$ cat src/rtl/mixctl_pkg.sv
package mixctl_pkg;
  localparam int BYTE_W    = 8;
  localparam int KIND_BIT  = 7;   // 1: address byte, 0: data byte
  localparam int LEFT_BIT  = 4;
  localparam int RIGHT_BIT = 3;
  localparam int CHSEL_W   = 3;   // bits 2:0 select the channel

  typedef struct packed {
    logic                 left;
    logic                 right;
    logic [CHSEL_W-1:0]   chan;
  } route_cmd_t;

  function automatic route_cmd_t unpack_route(input logic [BYTE_W-1:0] b);
    route_cmd_t r;
    r.left  = b[LEFT_BIT];
    r.right = b[RIGHT_BIT];
    r.chan  = b[CHSEL_W-1:0];
    return r;
  endfunction
endpackage

$ cat src/rtl/mixctl_shift.sv
module mixctl_shift #(
  parameter int W = 8
) (
  input  logic         clk_i,
  input  logic         rst_ni,
  input  logic         shift_en_i,
  input  logic         sdi_i,
  output logic [W-1:0] shreg_o,
  output logic         sdo_o
);
  logic [W-1:0] sh_q, sh_d;

  always_comb begin
    sh_d = sh_q;
    if (shift_en_i) sh_d = {sh_q[W-2:0], sdi_i};
  end

  always_ff @(posedge clk_i or negedge rst_ni) begin
    if (!rst_ni) sh_q <= '0;
    else         sh_q <= sh_d;
  end

  assign shreg_o = sh_q;
  assign sdo_o   = sh_q[W-1];

  AST_SHIFT_FREEZE: assert property (@(posedge clk_i) disable iff (!rst_ni)
    !shift_en_i |=> $stable(sh_q));
  AST_SHIFT_ENTRY: assert property (@(posedge clk_i) disable iff (!rst_ni)
    shift_en_i |=> (sh_q[0] == $past(sdi_i)) && (sh_q[W-1:1] == $past(sh_q[W-2:0])));
endmodule

$ cat src/rtl/mixctl_decode.sv
module mixctl_decode
  import mixctl_pkg::*;
#(
  parameter int NCH   = 8,
  parameter int LVW   = 6,
  parameter int PTR_W = (NCH > 1) ? $clog2(NCH) : 1
) (
  input  logic              clk_i,
  input  logic              rst_ni,
  input  logic              ld_i,
  input  logic              mute_i,
  input  logic [BYTE_W-1:0] byte_i,
  output logic              route_we_o,
  output logic              level_we_o,
  output logic [PTR_W-1:0]  tgt_o,
  output logic              left_o,
  output logic              right_o,
  output logic [LVW-1:0]    level_o
);
  localparam logic [CHSEL_W:0] NCH_LIM = (CHSEL_W+1)'(NCH);

  logic             ld_q, ld_d;
  logic [PTR_W-1:0] ptr_q, ptr_d;
  logic             commit, is_addr, chan_ok;
  route_cmd_t       rc;
  logic             unused_b6;

  assign unused_b6 = byte_i[6];
  assign rc        = unpack_route(byte_i);
  assign commit    = ld_i & ~ld_q;
  assign is_addr   = byte_i[KIND_BIT];
  assign chan_ok   = ({1'b0, rc.chan} < NCH_LIM);

  always_comb begin
    ld_d       = ld_i;
    route_we_o = commit & is_addr & ~mute_i & chan_ok;
    level_we_o = commit & ~is_addr;
    ptr_d      = ptr_q;
    if (route_we_o) ptr_d = rc.chan[PTR_W-1:0];
    tgt_o      = route_we_o ? rc.chan[PTR_W-1:0] : ptr_q;
  end

  assign left_o  = rc.left;
  assign right_o = rc.right;
  assign level_o = byte_i[LVW-1:0];

  always_ff @(posedge clk_i or negedge rst_ni) begin
    if (!rst_ni) begin
      ld_q  <= 1'b1;      // a load line high at reset release is no edge
      ptr_q <= '0;
    end else begin
      ld_q  <= ld_d;
      ptr_q <= ptr_d;
    end
  end

  AST_MUTE_BLOCKS_ADDR: assert property (@(posedge clk_i) disable iff (!rst_ni)
    mute_i |-> !route_we_o);
  AST_SINGLE_COMMIT: assert property (@(posedge clk_i) disable iff (!rst_ni)
    (route_we_o || level_we_o) |=> !(route_we_o || level_we_o));
  AST_KIND_EXCLUSIVE: assert property (@(posedge clk_i) disable iff (!rst_ni)
    $onehot0({route_we_o, level_we_o}));
  AST_PTR_STICKY: assert property (@(posedge clk_i) disable iff (!rst_ni)
    !route_we_o |=> $stable(ptr_q));
endmodule

$ cat src/rtl/mixctl_bank.sv
module mixctl_bank #(
  parameter int NCH   = 8,
  parameter int LVW   = 6,
  parameter int PTR_W = (NCH > 1) ? $clog2(NCH) : 1
) (
  input  logic               clk_i,
  input  logic               rst_ni,
  input  logic               mute_i,
  input  logic               route_we_i,
  input  logic               level_we_i,
  input  logic [PTR_W-1:0]   tgt_i,
  input  logic               left_i,
  input  logic               right_i,
  input  logic [LVW-1:0]     level_i,
  output logic [NCH-1:0]     route_l_o,
  output logic [NCH-1:0]     route_r_o,
  output logic [NCH*LVW-1:0] atten_o
);
  logic [NCH-1:0]           rl_q, rl_d, rr_q, rr_d;
  logic [NCH-1:0][LVW-1:0]  lv_q, lv_d;

  for (genvar g = 0; g < NCH; g++) begin : g_chan
    logic hit;
    assign hit = (tgt_i == PTR_W'(g));

    always_comb begin
      rl_d[g] = rl_q[g];
      rr_d[g] = rr_q[g];
      lv_d[g] = lv_q[g];
      if (mute_i) begin
        rl_d[g] = 1'b0;
        rr_d[g] = 1'b0;
      end else if (route_we_i && hit) begin
        rl_d[g] = left_i;
        rr_d[g] = right_i;
      end
      if (level_we_i && hit) lv_d[g] = level_i;
    end

    always_ff @(posedge clk_i or negedge rst_ni) begin
      if (!rst_ni) begin
        rl_q[g] <= 1'b0;
        rr_q[g] <= 1'b0;
        lv_q[g] <= '1;
      end else begin
        rl_q[g] <= rl_d[g];
        rr_q[g] <= rr_d[g];
        lv_q[g] <= lv_d[g];
      end
    end

    assign atten_o[g*LVW +: LVW] = lv_q[g];
  end

  assign route_l_o = rl_q & {NCH{~mute_i}};
  assign route_r_o = rr_q & {NCH{~mute_i}};

  AST_MUTE_CLEARS: assert property (@(posedge clk_i) disable iff (!rst_ni)
    mute_i |=> (rl_q == '0) && (rr_q == '0));
  AST_LEVEL_KEEP: assert property (@(posedge clk_i) disable iff (!rst_ni)
    !level_we_i |=> $stable(lv_q));
  AST_ROUTE_KEEP: assert property (@(posedge clk_i) disable iff (!rst_ni)
    (!route_we_i && !mute_i) |=> ($stable(rl_q) && $stable(rr_q)));
endmodule

$ cat src/rtl/mixctl_top.sv
module mixctl_top
  import mixctl_pkg::*;
#(
  parameter int NCH = 8,
  parameter int LVW = 6
) (
  input  logic               clk_i,
  input  logic               rst_ni,
  input  logic               sdi_i,
  input  logic               wr_ni,
  input  logic               ld_i,
  input  logic               mute_i,
  output logic               sdo_o,
  output logic [NCH-1:0]     route_l_o,
  output logic [NCH-1:0]     route_r_o,
  output logic [NCH*LVW-1:0] atten_o
);
  localparam int PTR_W = (NCH > 1) ? $clog2(NCH) : 1;

  logic [BYTE_W-1:0] shreg;
  logic              route_we, level_we, left_b, right_b;
  logic [PTR_W-1:0]  tgt;
  logic [LVW-1:0]    level_b;

  mixctl_shift #(.W(BYTE_W)) u_shift (
    .clk_i      (clk_i),
    .rst_ni     (rst_ni),
    .shift_en_i (~wr_ni),
    .sdi_i      (sdi_i),
    .shreg_o    (shreg),
    .sdo_o      (sdo_o)
  );

  mixctl_decode #(.NCH(NCH), .LVW(LVW), .PTR_W(PTR_W)) u_decode (
    .clk_i      (clk_i),
    .rst_ni     (rst_ni),
    .ld_i       (ld_i),
    .mute_i     (mute_i),
    .byte_i     (shreg),
    .route_we_o (route_we),
    .level_we_o (level_we),
    .tgt_o      (tgt),
    .left_o     (left_b),
    .right_o    (right_b),
    .level_o    (level_b)
  );

  mixctl_bank #(.NCH(NCH), .LVW(LVW), .PTR_W(PTR_W)) u_bank (
    .clk_i      (clk_i),
    .rst_ni     (rst_ni),
    .mute_i     (mute_i),
    .route_we_i (route_we),
    .level_we_i (level_we),
    .tgt_i      (tgt),
    .left_i     (left_b),
    .right_i    (right_b),
    .level_i    (level_b),
    .route_l_o  (route_l_o),
    .route_r_o  (route_r_o),
    .atten_o    (atten_o)
  );
endmodule

$ cat config.mk
export PLATFORM = sky130hd
export DESIGN_NAME = mixctl_top
export DESIGN_NICKNAME = d
export VERILOG_FILES = /design/src/rtl/mixctl_pkg.sv /design/src/rtl/mixctl_shift.sv /design/src/rtl/mixctl_decode.sv /design/src/rtl/mixctl_bank.sv /design/src/rtl/mixctl_top.sv
export SDC_FILE = /design/constraint.sdc
export NUM_CORES = 1
export LEC_CHECK = 0
export ABC_AREA = 1
export CORE_MARGIN = 1
export CORE_UTILIZATION = 40
export CTS_CLUSTER_DIAMETER = 30
export DETAILED_ROUTE_END_ITERATION = 8
export DONT_BUFFER_PORTS = 1
export PLACE_DENSITY_LB_ADDON = 0.08
export SKIP_LAST_GASP = 1
export SYNTH_ARGS = -nofsm -noshare
export SYNTH_HDL_FRONTEND = slang
export SYNTH_SLANG_ARGS = --single-unit
$ cat constraint.sdc
create_clock -name clk_i -period 2.11 [get_ports clk_i]
set_input_delay 0.5275 -clock clk_i [delete_from_list [all_inputs] [get_ports clk_i]]
set_output_delay 0.5275 -clock clk_i [all_outputs]
set_load 0.01 [all_outputs]
After elaboration in Yosys (flattened, before gate mapping)
Index checks and enable logic that the tools add are counted.

Register bits: 76. Input bits: 6. Output and inout port bits: 65. Logic and storage cells: 101.

Bitwise gates (word level): 9. Reduce and logical (&&, ||, !) cells: 25. Eq/ne operators: 7. Multiplexer cells: 33.

Operators with widths (number): 2-to-1 mux 1 bit (32); AND 8 bit (2); logical AND 1 bit (16); nonzero test 2 bit (8); == test 3 bit, second input constant (4); == test 3 x 2 -> 1 bit, second input constant (2); AND 1 bit (4); == test 3 x 1 -> 1 bit, second input constant (1); zero test 3 bit (1); 2-to-1 mux 3 bit (1); NOT 1 bit (3).

Logic depth before layout (Yosys ltp)
Gate-level depths: netlist (run 1).

Depth in word-level cells: 9. Depth in mapped cells: 10. Gate-level depth less buffers: 9.

Modules after synthesis
From an unflattened synthesis (run 1), not the netlist that was laid out.

Cell total of the unflattened synthesis: 418. Area, all modules: 3563.4 um^2.

By module, submodules not included: mixctl_bank (sequential area each 1661.6 um^2, times used 1, cells an instance 354, area each 3002.9 um^2); mixctl_shift (sequential area each 200.2 um^2, times used 1, cells an instance 35, area each 312.8 um^2); mixctl_decode (sequential area each 101.3 um^2, times used 1, cells an instance 28, area each 244.0 um^2); mixctl_top (sequential area each 0.0 um^2, times used 1, cells an instance 1, area each 3.8 um^2).

Worst setup path before layout (run 1)
Ideal clock, no wire load.

Path kind: input to register. Start point: input port mute_i. End point: register u_bank.lv_q (netlist bit u_bank.atten_o[33]). Buffers on the path: 2. Stages: 10. Arrival: 1.565 ns. Data required time: 2.028 ns. Path slack: 0.464 ns. Cell sequence: buf_6 -> nor2_8 -> nand2_4 -> nand2_1 -> nand2_2 -> nor2_8 -> nand2_2 -> buf_6 -> nand2_1 -> o21ai_2.

Cells in the longest elaborated chain, start to end: 5.

Ends and longest elaborated chain: start, declared (RTL line mixctl_top.sv:12) `input logic mute_i,`; NOT 1 bit (RTL line mixctl_decode.sv:36) `route_we_o = commit & is_addr & ~mute_i & chan_ok;`; AND 1 bit (RTL line mixctl_decode.sv:36); 2-to-1 mux 3 bit; == test 3 bit (RTL line mixctl_bank.sv:24) `assign hit = (tgt_i == PTR_W'(g));`; logical AND 1 bit (RTL line mixctl_bank.sv:37) `if (level_we_i && hit) lv_d[g] = level_i;`; end signal, assigned by index (RTL line mixctl_bank.sv:48) `lv_q[g] <= lv_d[g];`; end, declared (RTL line mixctl_bank.sv:20) `logic [NCH-1:0][LVW-1:0] lv_q, lv_d;`.

Every way passes these cells. A chain may end at the register's enable or synchronous reset.

Worst setup path after layout (run 1)
Start point: register u_shift.sh_q[7], in the netlist u_shift.shreg_o[7]. End point: register u_bank.lv_q (netlist bit u_bank.atten_o[46]).

Cells in the longest elaborated chain, start to end: 5. Elaborated cells between the ends (all ways): 7. Classes of those cells: eq/ne (1); mux (1); bitwise (4); reduce/logical (1).

Ends and longest elaborated chain: start, declared (RTL line mixctl_shift.sv:11) `logic [W-1:0] sh_q, sh_d;`; start signal, assigned (RTL line mixctl_shift.sv:19) `if (!rst_ni) sh_q <= '0;`; start signal, assigned (RTL line mixctl_shift.sv:20) `else sh_q <= sh_d;`; AND 1 bit (2 in a row) (RTL line mixctl_decode.sv:36); 2-to-1 mux 3 bit; == test 3 bit (RTL line mixctl_bank.sv:24); logical AND 1 bit (*) (RTL line mixctl_bank.sv:37).

Mark *: on every way between the ends. The rest lies on a longest branch, timed or not.

==> impl_metrics.toml, run 1 <==
[run_status]
status = "finished, final reports clean"

[synthesis]
synth_seq_cells = 76
synth_area_per_cell_um2 = 9.90
yosys_warnings = 0
synth_nets = 363
synth_cell_type_count = 21
synth_area_mm2 = 0.00354
synthCells = 357
yosysSeqAreaShare_pct = 55.5

[placement]
dp_slack_ps = 144
dpl.hpwl_um = 5190
dpl_cell_area_mm2 = 0.00360
port_buffers = 0
gp_congestion = 0.702

[drt]
ant_nets = 0
first_iter_violations = 117
firstDrtPassIters = 5
via_per_inst = 5.08
wl_per_cell_um = 18.1
drc = 0
vias = 2411
routed_wl_um = 8600

[job]
maxCapViolations = 0

[cts]
htreeDepth = 3
cts_tree = "built"
postCtsSetupBuffers = 0
cts.sinks = 76
root_buffer = "clkbuf_8"
cts_resized = 0
path_clk_slew_ps = 80
clock_path_buffers = 2
clkLatencyLatePin_ps = 350
cts.hold.buffers_added = 2
cts_buffers = 9

[timing]
setup_viol = 0
finalSetupTns_ps = 0
finalHoldViolCount = 0
min_period_over_period_pct = 89.7
drv_slew = 0
timing.slew.headroom_pct = 42.7
setup_ws_ps = 217
holdWs_ps = 23.3
max_freq_ghz = 0.528
rsz0062_at_grt = "no"
fin_crit_ps = 1890
worst_pin_slew_ps = 856
skew_ps = 12.1

[final_layout]
fin_nets = 371
final_cell_area_mm2 = 0.00384
diodes = 0
synthToLayoutAreaGrowth_pct = 8.70
n_fill_cell = 828
drive_gt1_share_pct = 34.9

[critical_path]
cp-end-kind = "flip-flop"
r2r_end = "u_bank.atten_o[46]"
arrival_ps = 2170
reg2reg_slack_ps = 220
cp-start-kind = "flip-flop"
criticalPathCategory = "flip-flop to flip-flop"
rr_worst_depth = 9
critPathRequiredTime_ps = 2390
crit_path_max_fanout = 18
r2r-start = "u_shift.shreg_o[7]"
endpoint = "u_bank.atten_o[46]"
crit_start = "u_shift.shreg_o[7]"

[global_routing]
gr-usage-all-layers_pct = 19.3
first_global_vias = 2323
overflow = 0
antenna_found_initial = 0
grtUsageMet1_pct = 26.4
busiest_layer = "met2"
grt_max_degree = 44
use_met2_pct = 29.0
met3_usage_pct = 4.98
grt_first_pass_wirelength_um = 12900

[floorplan]
initial_utilization_pct = 42.2
die_area_mm2 = 0.00922
die-width_um = 96.0
io_pins = 71
dieHeight_um = 96.0
rows = 33
core_mm2 = 0.00838

[pwr]
p_per_area_mw_per_mm2 = 1190
p_leak_nw = 1.73
ir_worst_vdd_v = 0.000508
total_power_mw = 4.59

[min_path]
hold_class = "primary input to async pin"
-- placed cells by master (no fill, tap or decap), types with 4 or more instances in the layout --
cell / instances
clkbuf_8: 9
nand4_1: 37
dfrtp_1: 27
buf_4: 4
nand2_1: 100
o21ai_1: 8
nor2_1: 21
dfstp_2: 49
nand2_2: 13
inv_1: 28
nand3_1: 5
o21ai_2: 24
o21ai_0: 6
nor2_8: 6
inv_2: 4
nand2_4: 9
dlygate4sd3_1: 6
-- power by group --
group / switching (mW) / internal (mW) / leakage [nW]
combinational: 0.642 / 0.337 / 0.772
sequential: 0.492 / 2.14 / 0.867
clock: 0.553 / 0.427 / 0.0869
total: 1.69 / 2.90 / 1.73
-- worst min-delay path by stage --
stage            from                  to  slack (ps)  cells after the start
2_1_floorplan  rst_ni      u_bank.rl_q[0]         230                      0
3_3_place_gp   rst_ni      u_bank.rr_q[6]         230                      0
3_5_place_dp   rst_ni      u_bank.rr_q[6]         230                      0
4_1_cts        rst_ni  u_bank.atten_o[41]           5                      0
5_1_grt        rst_ni  u_bank.atten_o[13]           3                      0
6_report       rst_ni  u_bank.atten_o[35]          20                      0
-- flip-flops by register name, summed over array words and instances (netlist names) --
| signal | flops |
|---|---|
| u_bank.rl_q | 8 |
| u_decode.ptr_q | 3 |
| u_bank.atten_o | 48 |
| u_decode.ld_q | 1 |
| u_bank.rr_q | 8 |
| u_shift.shreg_o | 8 |
-- metal layers --
metal	vias to the layer above	share of wire, %
li1	1190	-
met1	1149	47
met2	65	45
met3	7	6.5
met4	0	1.1
met5	-	0
-- kinds of logic (layout without fill, tap and decap cells) --
group                  Yosys count  in the layout  synth area share [%]
and+or+nand+nor                195            195                  30.0
DFF                             76             76                  55.5
buffers and inverters           46             59                  6.23
AOI/OAI and AO/OA               40             40                  8.21
-- area by class of cell --
cell class / instances / area [µm²] / share of cell area, %
flip-flops and latches: 76 / 1960 / 51.1
multi-input cells: 235 / 1350 / 35.2
well taps: 105 / 131 / 3.42
clock buffers: 10 / 128 / 3.32
inverters: 32 / 120 / 3.12
repair buffers: 11 / 110 / 2.86
clock inverters: 6 / 38.8 / 1.01
-- metrics by stage --
stage	cells	util, %
3_5_place_dp	452	42.9
2_1_floorplan	357	-
6_report	475	45.9
3_3_place_gp	452	42.9
5_1_grt	475	45.9
4_1_cts	470	45.3
-- synth_stat cells --
| master | instances | area, µm² |
|---|---|---|
| nand2_2 | 13 | 81.3 |
| nand2_4 | 9 | 101 |
| nor2_1 | 21 | 78.8 |
| nand4_2 | 3 | 37.5 |
| inv_2 | 4 | 15.0 |
| buf_6 | 5 | 56.3 |
| a21oi_1 | 2 | 10.0 |
| nand2_1 | 100 | 375 |
| o21ai_1 | 8 | 40.0 |
| dfrtp_1 | 27 | 676 |
| nor2_8 | 6 | 120 |
| inv_1 | 28 | 105 |
| dfstp_2 | 49 | 1290 |
| nand3_1 | 5 | 25.0 |
| buf_2 | 5 | 25.0 |
| o21ai_0 | 6 | 30.0 |
| buf_4 | 1 | 7.51 |
| clkbuf_1 | 3 | 11.3 |
| nor2_4 | 1 | 11.3 |
| o21ai_2 | 24 | 210 |
| nand4_1 | 37 | 231 |
-- worst max-delay path, cell delays in order, from the launching register on --
cell and delay, ps:
dfrtp_1 420, inv_1 140, nor2_8 150, nand2_4 110
nand2_1 90, nand2_2 260, nor2_8 250, nand2_2 210
nand2_1 130, o21ai_2 50
(Power assumes the default switching activity.)
==> inputs of run 2 (changes only) <==
CORE_UTILIZATION = 56   (was 40)
CTS_CLUSTER_DIAMETER = 100   (was 30)
==> run 2 against run 1 <==
Compared with the run above:
- sequential power about the same
- critical endpoint is now u_bank.rr_q[3]
- die area decreased by 28%
- final cell count decreased by 7.2%
- first-iteration DRC count decreased by 2.6%
- register-to-register slack improved by 100 ps
- utilization increased by 17 points
- clock power about the same
- global-route usage increased by 5.6 points
- maximum frequency increased by 5.6%
- largest power group unchanged
- setup slack improved by 100 ps
- clock-buffer cell count increased by 4
==> impl_metrics.toml, run 2 (synthesized netlist as in run 1, its figures left out) <==
[critical_path]
path_depth = 9
critPathTopFamily = "simple AND/OR/NAND/NOR gates"
rr_worst_depth = 9
critPathRequiredTime_ps = 2350
worst_path_max_delay_cell = "dfrtp_1"
worstPathCellList = "inv_1 -> nor2_8 -> nand2_4 -> nand2_1 -> nand2_2 -> buf_4 -> nand4_1 -> nand2_1 -> nand2_1"
crit_buf_inv = 2
crit_path_max_fanout = 28
criticalPathCategory = "flip-flop to flip-flop"
critical-path-max-stage-delay_ps = 430
critPathMostFrequentCell = "nand2_1"
arrival_ps = 2030
cp-end-kind = "flip-flop"
cp-start-kind = "flip-flop"

[final_layout]
final_cell_mix = "100 x nand2_1, 49 x dfstp_2, 37 x nand4_1, 28 x inv_1, 27 x dfrtp_1"
n_fill_cell = 500
final_common_cell = "nand2_1"
diodes = 0
fin_nets = 367
final_cells = 441
synthToLayoutAreaGrowth_pct = 6.76
drive_gt1_share_pct = 34.4
largest_reg_flops = 48

[run_status]
status = "finished, final reports clean"

[placement]
port_buffers = 0
dp_cells = 421
gp_congestion = 0.835
dpl.hpwl_um = 4810

[timing]
drv_slew = 0
finalHoldViolCount = 0
skew_ps = 8.04
rsz0062_at_grt = "no"
finalSetupTns_ps = 0
setup_viol = 0
min_period_over_period_pct = 84.9
fin_crit_ps = 1790
max_freq_ghz = 0.558
worst_pin_slew_ps = 715
holdWs_ps = 20.5
timing.slew.headroom_pct = 52.2

[pwr]
p_per_area_mw_per_mm2 = 1210
p_leak_nw = 1.71
ir_worst_vdd_v = 0.000791

[cts]
clock_path_buffers = 2
cts_buffers = 9
root_buffer = "clkbuf_8"
clkLatencyLatePin_ps = 350
cts.sinks = 76
htreeDepth = 3
path_clk_slew_ps = 80
cts_resized = 0
cts_tree = "built"

[global_routing]
grt_first_pass_wirelength_um = 12000
grt_max_degree = 51
antenna_found_initial = 0
overflow = 0
gr-usage-all-layers_pct = 24.9
first_global_vias = 2337

[floorplan]
die-width_um = 81.5
initial_utilization_pct = 59.0
rows = 28
io_pins = 71
dieHeight_um = 81.5
core_mm2 = 0.00599
die_area_mm2 = 0.00664

[drt]
ant_nets = 0
vias = 2426
routed_wl_um = 7460
wl_per_cell_um = 16.9
first_iter_violations = 114
drc = 0
via_per_inst = 5.50
firstDrtPassIters = 4

[min_path]
hold_class = "primary input to async pin"

[job]
maxCapViolations = 0
-- run 2: cell count changes in the layout (fill, tap and decap cells not counted), sizes merged --
cell	delta
buf	-1
clkbuf	+4
clkinv	-1
clkinvlp	-1
dlygate4sd3	-3
inv	-2
-- run 2: path summary, 6_finish.rpt --
kind / start / to / slack [ps]
setup reg to reg: u_shift.shreg_o[7] / u_bank.rr_q[3] / 320
hold / removal: rst_ni / u_bank.atten_o[8] / 20
setup / recovery: u_shift.shreg_o[7] / u_bank.rr_q[3] / 320
min in group clk_i: ld_i / u_decode.ld_q / 160
max in group asynchronous: rst_ni / u_bank.atten_o[25] / 1020
hold reg to reg: u_bank.atten_o[0] / u_bank.atten_o[0] / 490
-- run 2: worst register-to-register path, cell delays in order, from the launching register on --
cell and delay [ps]:
dfrtp_1 430, inv_1 200, nor2_8 70, nand2_4 130, nand2_1 80, nand2_2 130, buf_4 300, nand4_1 200
nand2_1 90, nand2_1 50
-- run 2: layout make-up --
cell class                 count  area (µm²)  area share, %
sequential                    76        1960           52.0
multi-input combinational    235        1350           35.8
clock inverter                 2        10.0          0.265
clock buffer                  14         163           4.31
inverter                      32         120           3.18
tap                           75        93.8           2.49
timing repair buffer           7        72.6           1.92
-- run 2: through the flow --
| step | area [µm²] | setup WS (ps) | power, mW | util (%) |
|---|---|---|---|---|
| 2_1_floorplan | 3540 | 464 | 3.37 | - |
| 3_3_place_gp | 3550 | 372 | 3.56 | 59.3 |
| 3_5_place_dp | 3550 | 309 | 3.59 | 59.3 |
| 4_1_cts | 3750 | 318 | 4.61 | 62.7 |
| 5_1_grt | 3770 | 159 | 4.84 | 63.0 |
| 6_report | 3770 | 318 | 4.58 | 63.0 |
-- run 2: where the power goes --
part	switching [mW]	internal, mW	total, mW	leakage (nW)
Sequential	0.491	2.14	2.63	0.867
Clock	0.512	0.490	1.00	0.0905
Combinational	0.624	0.330	0.955	0.755
Total	1.63	2.96	4.58	1.71
-- run 2: per-layer routing --
| metal | track usage (%) | vias up | share of wire (%) |
|---|---|---|---|
| li1 | - | 1188 | - |
| met1 | 35.0 | 1165 | 48 |
| met2 | 36.6 | 61 | 44 |
| met3 | 8.11 | 12 | 6.2 |
| met4 | 7.50 | 0 | 1.6 |
| met5 | 0 | - | 0 |
-- run 2: timing repair --
action                                 in CTS  in global routing
endpoints found under the hold margin      27                 17
hold buffers                                2                  2
buffers inserted                            0                  0
